`config.mk`:
```
export PLATFORM = sky130hd
export DESIGN_NAME = adc_sched
export DESIGN_NICKNAME = d
export VERILOG_FILES = /design/src/rtl/adc_sched.sv
export SDC_FILE = /design/constraint.sdc
export NUM_CORES = 1
export LEC_CHECK = 0
export BUFFER_PORTS_ARGS = -buffer_cell sky130_fd_sc_hd__buf_2
export CAP_MARGIN = 20
export CORE_UTILIZATION = 35
export CTS_BUF_LIST = sky130_fd_sc_hd__clkbuf_2 sky130_fd_sc_hd__clkbuf_4 sky130_fd_sc_hd__clkbuf_8
export CTS_CLUSTER_SIZE = 14
export DETAILED_ROUTE_END_ITERATION = 8
export GPL_TIMING_DRIVEN = 0
export HOLD_SLACK_MARGIN = 0.02
export PLACE_DENSITY = 0.64
export SLEW_MARGIN = 20
export SYNTH_ARGS = -nofsm -noshare
export SYNTH_HDL_FRONTEND = slang
export SYNTH_SLANG_ARGS = --single-unit
```
`constraint.sdc`:
```
create_clock -name clk -period 5.13 [get_ports clk]
set_input_delay 0.2565 -clock clk [delete_from_list [all_inputs] [get_ports clk]]
set_output_delay 0.2565 -clock clk [all_outputs]
set_load 0.05 [all_outputs]
```
`src/rtl/adc_sched.sv`:
```
module adc_sched #(
  parameter int W          = 8,
  parameter int START_CYC  = 120,
  parameter int PERIOD_CYC = 20,
  parameter int GUARD_CYC  = 60
) (
  input  logic         clk,
  input  logic         rst_n,
  input  logic [1:0]   sel,
  input  logic         cmp,
  input  logic         rd_start,
  input  logic         rd_done,
  input  logic         cs,
  output logic [W-1:0] dac,
  output logic [1:0]   mux_sel,
  output logic [W-1:0] result,
  output logic         cu
);
  localparam int TW = $clog2(START_CYC + 1);
  localparam int IW = (W > 1) ? $clog2(W) : 1;

  logic          on, primed, conv, lock_q, pend;
  logic [IW-1:0] idx;
  logic [W-1:0]  sar, shadow;
  logic [TW-1:0] tmr;
  logic [W-1:0]  trial, code;
  logic          done;

  assign trial = sar | (W'(1) << idx);
  assign dac   = conv ? trial : '0;
  assign done  = conv && (idx == '0);
  assign code  = cmp ? trial : sar;
  assign cu    = on && (primed || (tmr < TW'(GUARD_CYC)));

  always_ff @(posedge clk) begin
    if (!rst_n)                lock_q <= 1'b0;
    else if (!cs || rd_done)   lock_q <= 1'b0;
    else if (rd_start)         lock_q <= 1'b1;
  end

  always_ff @(posedge clk) begin
    if (!rst_n) begin
      on <= 1'b0; primed <= 1'b0; conv <= 1'b0; pend <= 1'b0;
      idx <= '0; sar <= '0; shadow <= '0; tmr <= '0;
      result <= '0; mux_sel <= '0;
    end else if (sel == 2'b00) begin
      on <= 1'b0; primed <= 1'b0; conv <= 1'b0; pend <= 1'b0; tmr <= '0;
    end else begin
      if (!on) begin
        on  <= 1'b1;
        tmr <= TW'(START_CYC - 1);
      end else if (tmr == '0) begin
        tmr     <= TW'(PERIOD_CYC - 1);
        conv    <= 1'b1;
        idx     <= IW'(W - 1);
        sar     <= '0;
        mux_sel <= sel - 2'd1;
        primed  <= 1'b1;
      end else begin
        tmr <= tmr - 1'b1;
      end

      if (conv) begin
        if (cmp) sar <= trial;
        if (idx == '0) conv <= 1'b0;
        else           idx  <= idx - 1'b1;
      end

      if (done) begin
        if (lock_q) begin
          shadow <= code;
          pend   <= 1'b1;
        end else begin
          result <= code;
          pend   <= 1'b0;
        end
      end else if (pend && !lock_q) begin
        result <= shadow;
        pend   <= 1'b0;
      end
    end
  end
endmodule

```
==> run summary, run 1 <==
core area -> 0.005574 mm^2
post-cts sizing count -> 0
largest net degree at the start of global routing -> 14
RSZ-0062 raised after global routing -> no
setup tns final -> 0 ns
Fillers -> 555
final setup margin -> 2.995 ns
endpoints failing setup -> 0
Setup WS pre-CTS -> 3.012 ns
final wirelength -> 4427 um
crit path capture type -> output port
initial antenna violation count -> 0
chip width -> 78.41 um
peak supply drop -> 0.1093 mV
Max Freq -> 468.4 MHz
Synth Register Bits -> 41
min Tclk post-route -> 2.135 ns
number of vias per cell -> 5.133
leakage -> 1.013 nW
Hold WC Path Type -> primary input to flop
Avg Inst Size Synth -> 9.041 um^2
post-cts hold buffer count -> 0
delay of the slowest critical-path stage -> 0.41 ns
commonest non-fill, non-tap cells in the layout -> 41 x dfxtp_1, 30 x buf_2, 21 x a21oi_1, 14 x nand2_1, 12 x nor2b_1
crit path kind -> flop to output port
vias in the first global route -> 1591
# H-tree levels -> 2
R2R cell count -> 7
hpwl dp -> 3257 um
Syn-to-layout area delta -> 16.17%
clock root buffer -> clkbuf_8
Die Footprint -> 0.006147 mm^2
first-pass GRT wire length -> 7734 um
Final Power -> 0.6758 mW
grt ovf -> 0
PD cells -> 284.7 mW/mm^2
post-synthesis sequential area ratio -> 40.17%
worst r2r src -> idx[0]
# nets final -> 274
share of layout cells above drive strength 1 -> 15.83%
Clock Latency Late Sink -> 0.29 ns
Rows -> 27
Worst Skew -> 0.008082 ns
Inserted Clock Buffers -> 5
WP buf/inv -> 3
mapped cell area -> 0.002043 mm^2
ys flop type -> dfxtp_1
CP Max Fanout -> 10
FF-to-FF setup slack -> 3.01 ns
total iterations of the first detailed-routing run -> 4
worst hold path endpoint -> lock_q
Port Buffers -> 25
clock sinks -> 41
count of different cell masters after synthesis -> 43
final core utilization -> 42.58%
Crit path top cell by count -> clkbuf_1
Hold Startpoint -> rd_done
Layout Cells excl Fill -> 331
Synth async-reset ratio -> 0%
run status -> finished, final reports clean
gp weighted congestion -> 0.7521
# DRC -> 0
worst slew pin tran -> 0.7168 ns
gr usage total -> 15.65%
leading cell type in the layout, fill and taps excluded -> dfxtp_1
cell chain of the critical path -> clkbuf_1 -> clkbuf_1 -> a21oi_1 -> nor2b_1 -> buf_2
crit start category -> flop
CTS Buffer Depth -> 2
Iteration-0 DRC Markers -> 120
syn_nets -> 242
placed cells -> 323
Die Y-Extent -> 78.41 um
final hold viol count -> 0
Starting Density -> 36.66%
placed cell area -> 0.002258 mm^2
DRT antenna net count -> 0
Synthesis Warnings -> 0
CP delay by family, top -> buffers and inverters
Hold WS -> 0.1213 ns
Final period util -> 41.62%
Avg WL per Cell -> 13.37 um
post-synthesis cell count -> 226
post-CTS setup repair buffer count -> 0
Max Cap Viol -> 0
clock slew seen by the registers of the worst setup and hold paths -> 0.08 ns
n_diodes -> 0
Finished Cell Area -> 0.002374 mm^2
WP data arrival -> 1.88 ns
Worst R2R End -> result[1]
CTS tree -> yes
Vias -> 1699
Hold Crit Depth -> 2
I/O pins -> 27
Worst EP required -> 4.87 ns
Post-synth EDFFs -> 0
slowest cell on the critical path -> clkbuf_1
max-slew violations -> 0
Slew Limit Headroom -> 51.59%
==> area by class of cell <==
cell class | instances | area, um^2 | share of cell area (%)
clock buffers | 6 | 76.32 | 3.216
repair buffers | 25 | 125.1 | 5.271
plain buffers | 17 | 70.07 | 2.952
flip-flops and latches | 41 | 820.8 | 34.58
multi-input cells | 159 | 1119 | 47.13
clock inverters | 2 | 38.79 | 1.634
inverters | 9 | 33.78 | 1.423
well taps | 72 | 90.09 | 3.795
==> cells in the mapped netlist, types with 3 or more instances <==
library cell	count	area, um^2
a211oi_1	11	82.58
a21oi_1	21	105.1
a22o_1	7	61.31
a22oi_1	5	37.54
a31oi_1	9	56.30
and2_1	3	18.77
buf_2	5	25.02
clkbuf_1	11	41.29
dfxtp_1	41	820.8
ha_1	8	100.1
inv_1	8	30.03
mux2i_1	6	60.06
nand2_1	14	52.55
nand2b_1	7	43.79
nor2_1	9	33.78
nor2b_1	12	75.07
o211ai_1	4	30.03
o21a_1	5	37.54
o311a_1	3	30.03
o31a_1	5	43.79
o31ai_1	4	30.03
==> per-layer routing <==
metal / global-route usage [%] / wire [um] / vias up
met5: 0 / 0 / -
met4: 4.444 / 55 / 0
met3: 2.791 / 106 / 7
met2: 23.51 / 1843 / 22
met1: 22.71 / 2421 / 769
li1: - / - / 901
==> registers in the layout, indices dropped and copies added (netlist names) <==
name and cells:
conv 1, sar 8, on 1, shadow 8, idx 3, mux_sel 2
tmr 7, lock_q 1, primed 1, result 8, pend 1
==> how the worst max path moves through the flow <==
stage | to | slack (ns) | cells after the start | from
finish | dac[4] | 2.99 | 5 | idx[2]
global route | result[1] | 2.82 | 7 | idx[0]
CTS | dac[4] | 2.99 | 5 | idx[2]
detailed placement | result[1] | 3.01 | 7 | idx[0]
global placement | result[1] | 3.03 | 7 | idx[0]
floorplan | dac[4] | 3.23 | 4 | idx[2]
==> power by group <==
part,switching (mW),total [mW],internal (mW)
registers,0.00932,0.336,0.326
clock network,0.113,0.264,0.151
logic,0.0488,0.0762,0.0274
==> kinds of logic (layout without fill, tap and decap cells) <==
group / after synthesis / in the layout / synth area share, %
AOI/OAI and AO/OA: 81 / 81 / 27.80
xor gates and xnor gates: 2 / 2 / 0.8575
adders and majority gates: 8 / 8 / 4.899
buffers and inverters: 26 / 59 / 5.082
DFF: 41 / 41 / 40.17
muxes: 7 / 7 / 3.491
and+or+nand+nor: 61 / 61 / 17.70
(Power assumes the default switching activity.)
==> run 2, diff against run 1 <==
--- a/config.mk
+++ b/config.mk
@@ -13,7 +13,7 @@
 export DETAILED_ROUTE_END_ITERATION = 8
 export GPL_TIMING_DRIVEN = 0
 export HOLD_SLACK_MARGIN = 0.02
-export PLACE_DENSITY = 0.64
+export PLACE_DENSITY = 0.66
 export SLEW_MARGIN = 20
 export SYNTH_ARGS = -nofsm -noshare
 export SYNTH_HDL_FRONTEND = slang
==> constraint.sdc (replaced) <==
create_clock -name clk -period 1.83 [get_ports clk]
set_input_delay 0.0915 -clock clk [delete_from_list [all_inputs] [get_ports clk]]
set_output_delay 0.0915 -clock clk [all_outputs]
set_load 0.05 [all_outputs]
==> run 2 against run 1 <==
Final cell count up 0.60%. Utilization up 0.83 points. Highest routed layer unchanged. Critical path type unchanged. Count of clock-buffer cells in the layout unchanged. First-iteration DRC count down 1.7%. Sequential cell count is the same. Global-route usage grew 0.43 points.
==> run summary, run 2 (synthesis gave the netlist of run 1 again) <==
Layout Cells excl Fill -> 333 (was 331)
grt met2 use -> 24.65% (was 23.51%)
crit start category -> flop (unchanged)
Max Cap Viol -> 0 (unchanged)
met1 Use GR -> 22.19% (was 22.71%)
Worst Skew -> 0.006138 ns (was 0.008082 ns)
placed cells -> 323 (unchanged)
min Tclk post-route -> 1.710 ns
final hold viol count -> 0 (unchanged)
max-slew violations -> 0 (unchanged)
Syn-to-layout area delta -> 18.43% (was 16.17%)
DRT antenna net count -> 0 (unchanged)
chip width -> 78.41 um (unchanged)
Clock Latency Late Sink -> 0.30 ns (was 0.29 ns)
Slew Limit Headroom -> 67.16% (was 51.59%)
PD cells -> 735.7 mW/mm^2 (was 284.7 mW/mm^2)
Starting Density -> 36.66% (unchanged)
I/O pins -> 27 (unchanged)
clock sinks -> 41 (unchanged)
clock root buffer -> clkbuf_8 (unchanged)
first-pass GRT wire length -> 7790 um (was 7734 um)
gp weighted congestion -> 0.7464 (was 0.7521)
WP data arrival -> 1.62 ns (was 1.88 ns)
initial antenna violation count -> 0 (unchanged)
Final period util -> 93.45%
Avg WL per Cell -> 14.06 um (was 13.37 um)
CP Max Fanout -> 10 (unchanged)
Die Y-Extent -> 78.41 um (unchanged)
final wirelength -> 4681 um (was 4427 um)
Iteration-0 DRC Markers -> 118 (was 120)
# DRC -> 0 (unchanged)
vias in the first global route -> 1600 (was 1591)
Worst EP required -> 1.74 ns (was 4.87 ns)
share of layout cells above drive strength 1 -> 20.31% (was 15.83%)
run status -> finished, final reports clean (unchanged)
final core utilization -> 43.41% (was 42.58%)
Die Footprint -> 0.006147 mm^2 (unchanged)
commonest non-fill, non-tap cells in the layout -> 40 x dfxtp_1, 28 x buf_2, 21 x a21oi_1, 14 x nand2_1 (was 41 x dfxtp_1, 30 x buf_2, 21 x a21oi_1, 14 x nand2_1, 12 x nor2b_1)
CTS tree -> yes (unchanged)
# H-tree levels -> 2 (unchanged)
peak supply drop -> 0.3915 mV (was 0.1093 mV)
endpoints failing setup -> 0 (unchanged)
grt ovf -> 0 (unchanged)
Max Freq -> 584.7 MHz
crit path kind -> flop to output port (unchanged)
crit path capture type -> output port (unchanged)
number of vias per cell -> 5.435 (was 5.133)
Hold WC Path Type -> primary input to flop (unchanged)
largest net degree at the start of global routing -> 14 (unchanged)
busiest grt layer -> met2 (unchanged)
leakage -> 1.022 nW (was 1.013 nW)
Final Power -> 1.780 mW (was 0.6758 mW)
leading cell type in the layout, fill and taps excluded -> dfxtp_1 (unchanged)
core area -> 0.005574 mm^2 (unchanged)
CTS Buffer Depth -> 2 (unchanged)
total iterations of the first detailed-routing run -> 4 (unchanged)
placed cell area -> 0.002258 mm^2 (unchanged)
Port Buffers -> 25 (unchanged)
Finished Cell Area -> 0.002420 mm^2 (was 0.002374 mm^2)
Vias -> 1810 (was 1699)
worst slew pin tran -> 0.4925 ns (was 0.7168 ns)
Inserted Clock Buffers -> 5 (unchanged)
Largest regs -> result (8), sar (8), shadow (8) (unchanged)
hpwl dp -> 3346 um (was 3257 um)
n_diodes -> 0 (unchanged)
clock slew seen by the registers of the worst setup and hold paths -> 0.08 ns (about the same)
gr usage total -> 16.09% (was 15.65%)
Rows -> 27 (unchanged)
met3 Track Usage GR -> 2.791% (unchanged)
# nets final -> 276 (was 274)
-- run 2: cell count changes in the layout (fill, tap and decap cells not counted), moves of 2 or more --
cell        change
clkbuf_1        -4
buf_4           +3
clkbuf_2        +3
ha_1            -3
buf_2           -2
clkinvlp_4      +2
ha_2            +2
-- run 2: path summary, 6_finish.rpt --
| path | slack, ns | startpoint | end | cells past startpoint |
|---|---|---|---|---|
| worst max-delay path | 0.12 | idx[2] | dac[4] | 5 |
| worst max register to register | 0.13 | tmr[3] | mux_sel[1] | 4 |
| worst min-delay path | 0.03 | cs | lock_q | 3 |
| worst min register to register | 0.46 | result[4] | result[4] | 2 |
-- run 2: cell type report --
cell class,count,area (um^2)
multi-input combinational,159,1157
buffer,16,72.57
clock inverter,2,15.01
clock buffer,6,76.32
timing repair buffer,28,152.6
sequential,41,822.0
fill,565,3154
tap,72,90.09
inverter,9,33.78
-- run 2: report_power, final --
group	switching [mW]	total [mW]	internal (mW)
sequential	0.0282	0.943	0.915
combinational	0.142	0.230	0.0877
clock	0.324	0.607	0.283
-- run 2: worst max-delay path: stages, from the launching register on --
cell      delay [ns]
dfxtp_1         0.36
clkbuf_2        0.22
clkbuf_2        0.27
a21oi_1         0.11
nor2b_1         0.10
buf_2           0.26
-- run 2: routing by layer --
layer  wire (um)  vias up  share of wire [%]
li1            -      904                  -
met1        2319      854                 50
met2        2065       46                 44
met3         213        6                4.6
met4          82        0                1.8
met5           0        -                  0
-- run 2: per-stage QoR --
step	worst slack, ns	hold WS (ns)	TNS [ns]
3_3_place_gp	-0.2269	0.2719	-2.069
2_1_floorplan	0.05253	0.1685	0
5_1_grt	-0.007062	0.03497	-0.007062
3_5_place_dp	-0.2687	0.2742	-3.078
6_report	0.1199	0.02702	0
4_1_cts	0.04739	0.02171	0
-- run 2: repair_timing --
| item | 4_1_cts | 5_1_grt |
|---|---|---|
| endpoints found under the setup margin | 25 | 21 |
| hold buffers | 1 | 0 |
| endpoints found under the hold margin | 1 | 0 |
| gates cloned | 0 | 0 |
| gates resized for setup | 5 | 11 |
| setup buffers | 2 | 0 |
| pin swaps | 1 | 0 |
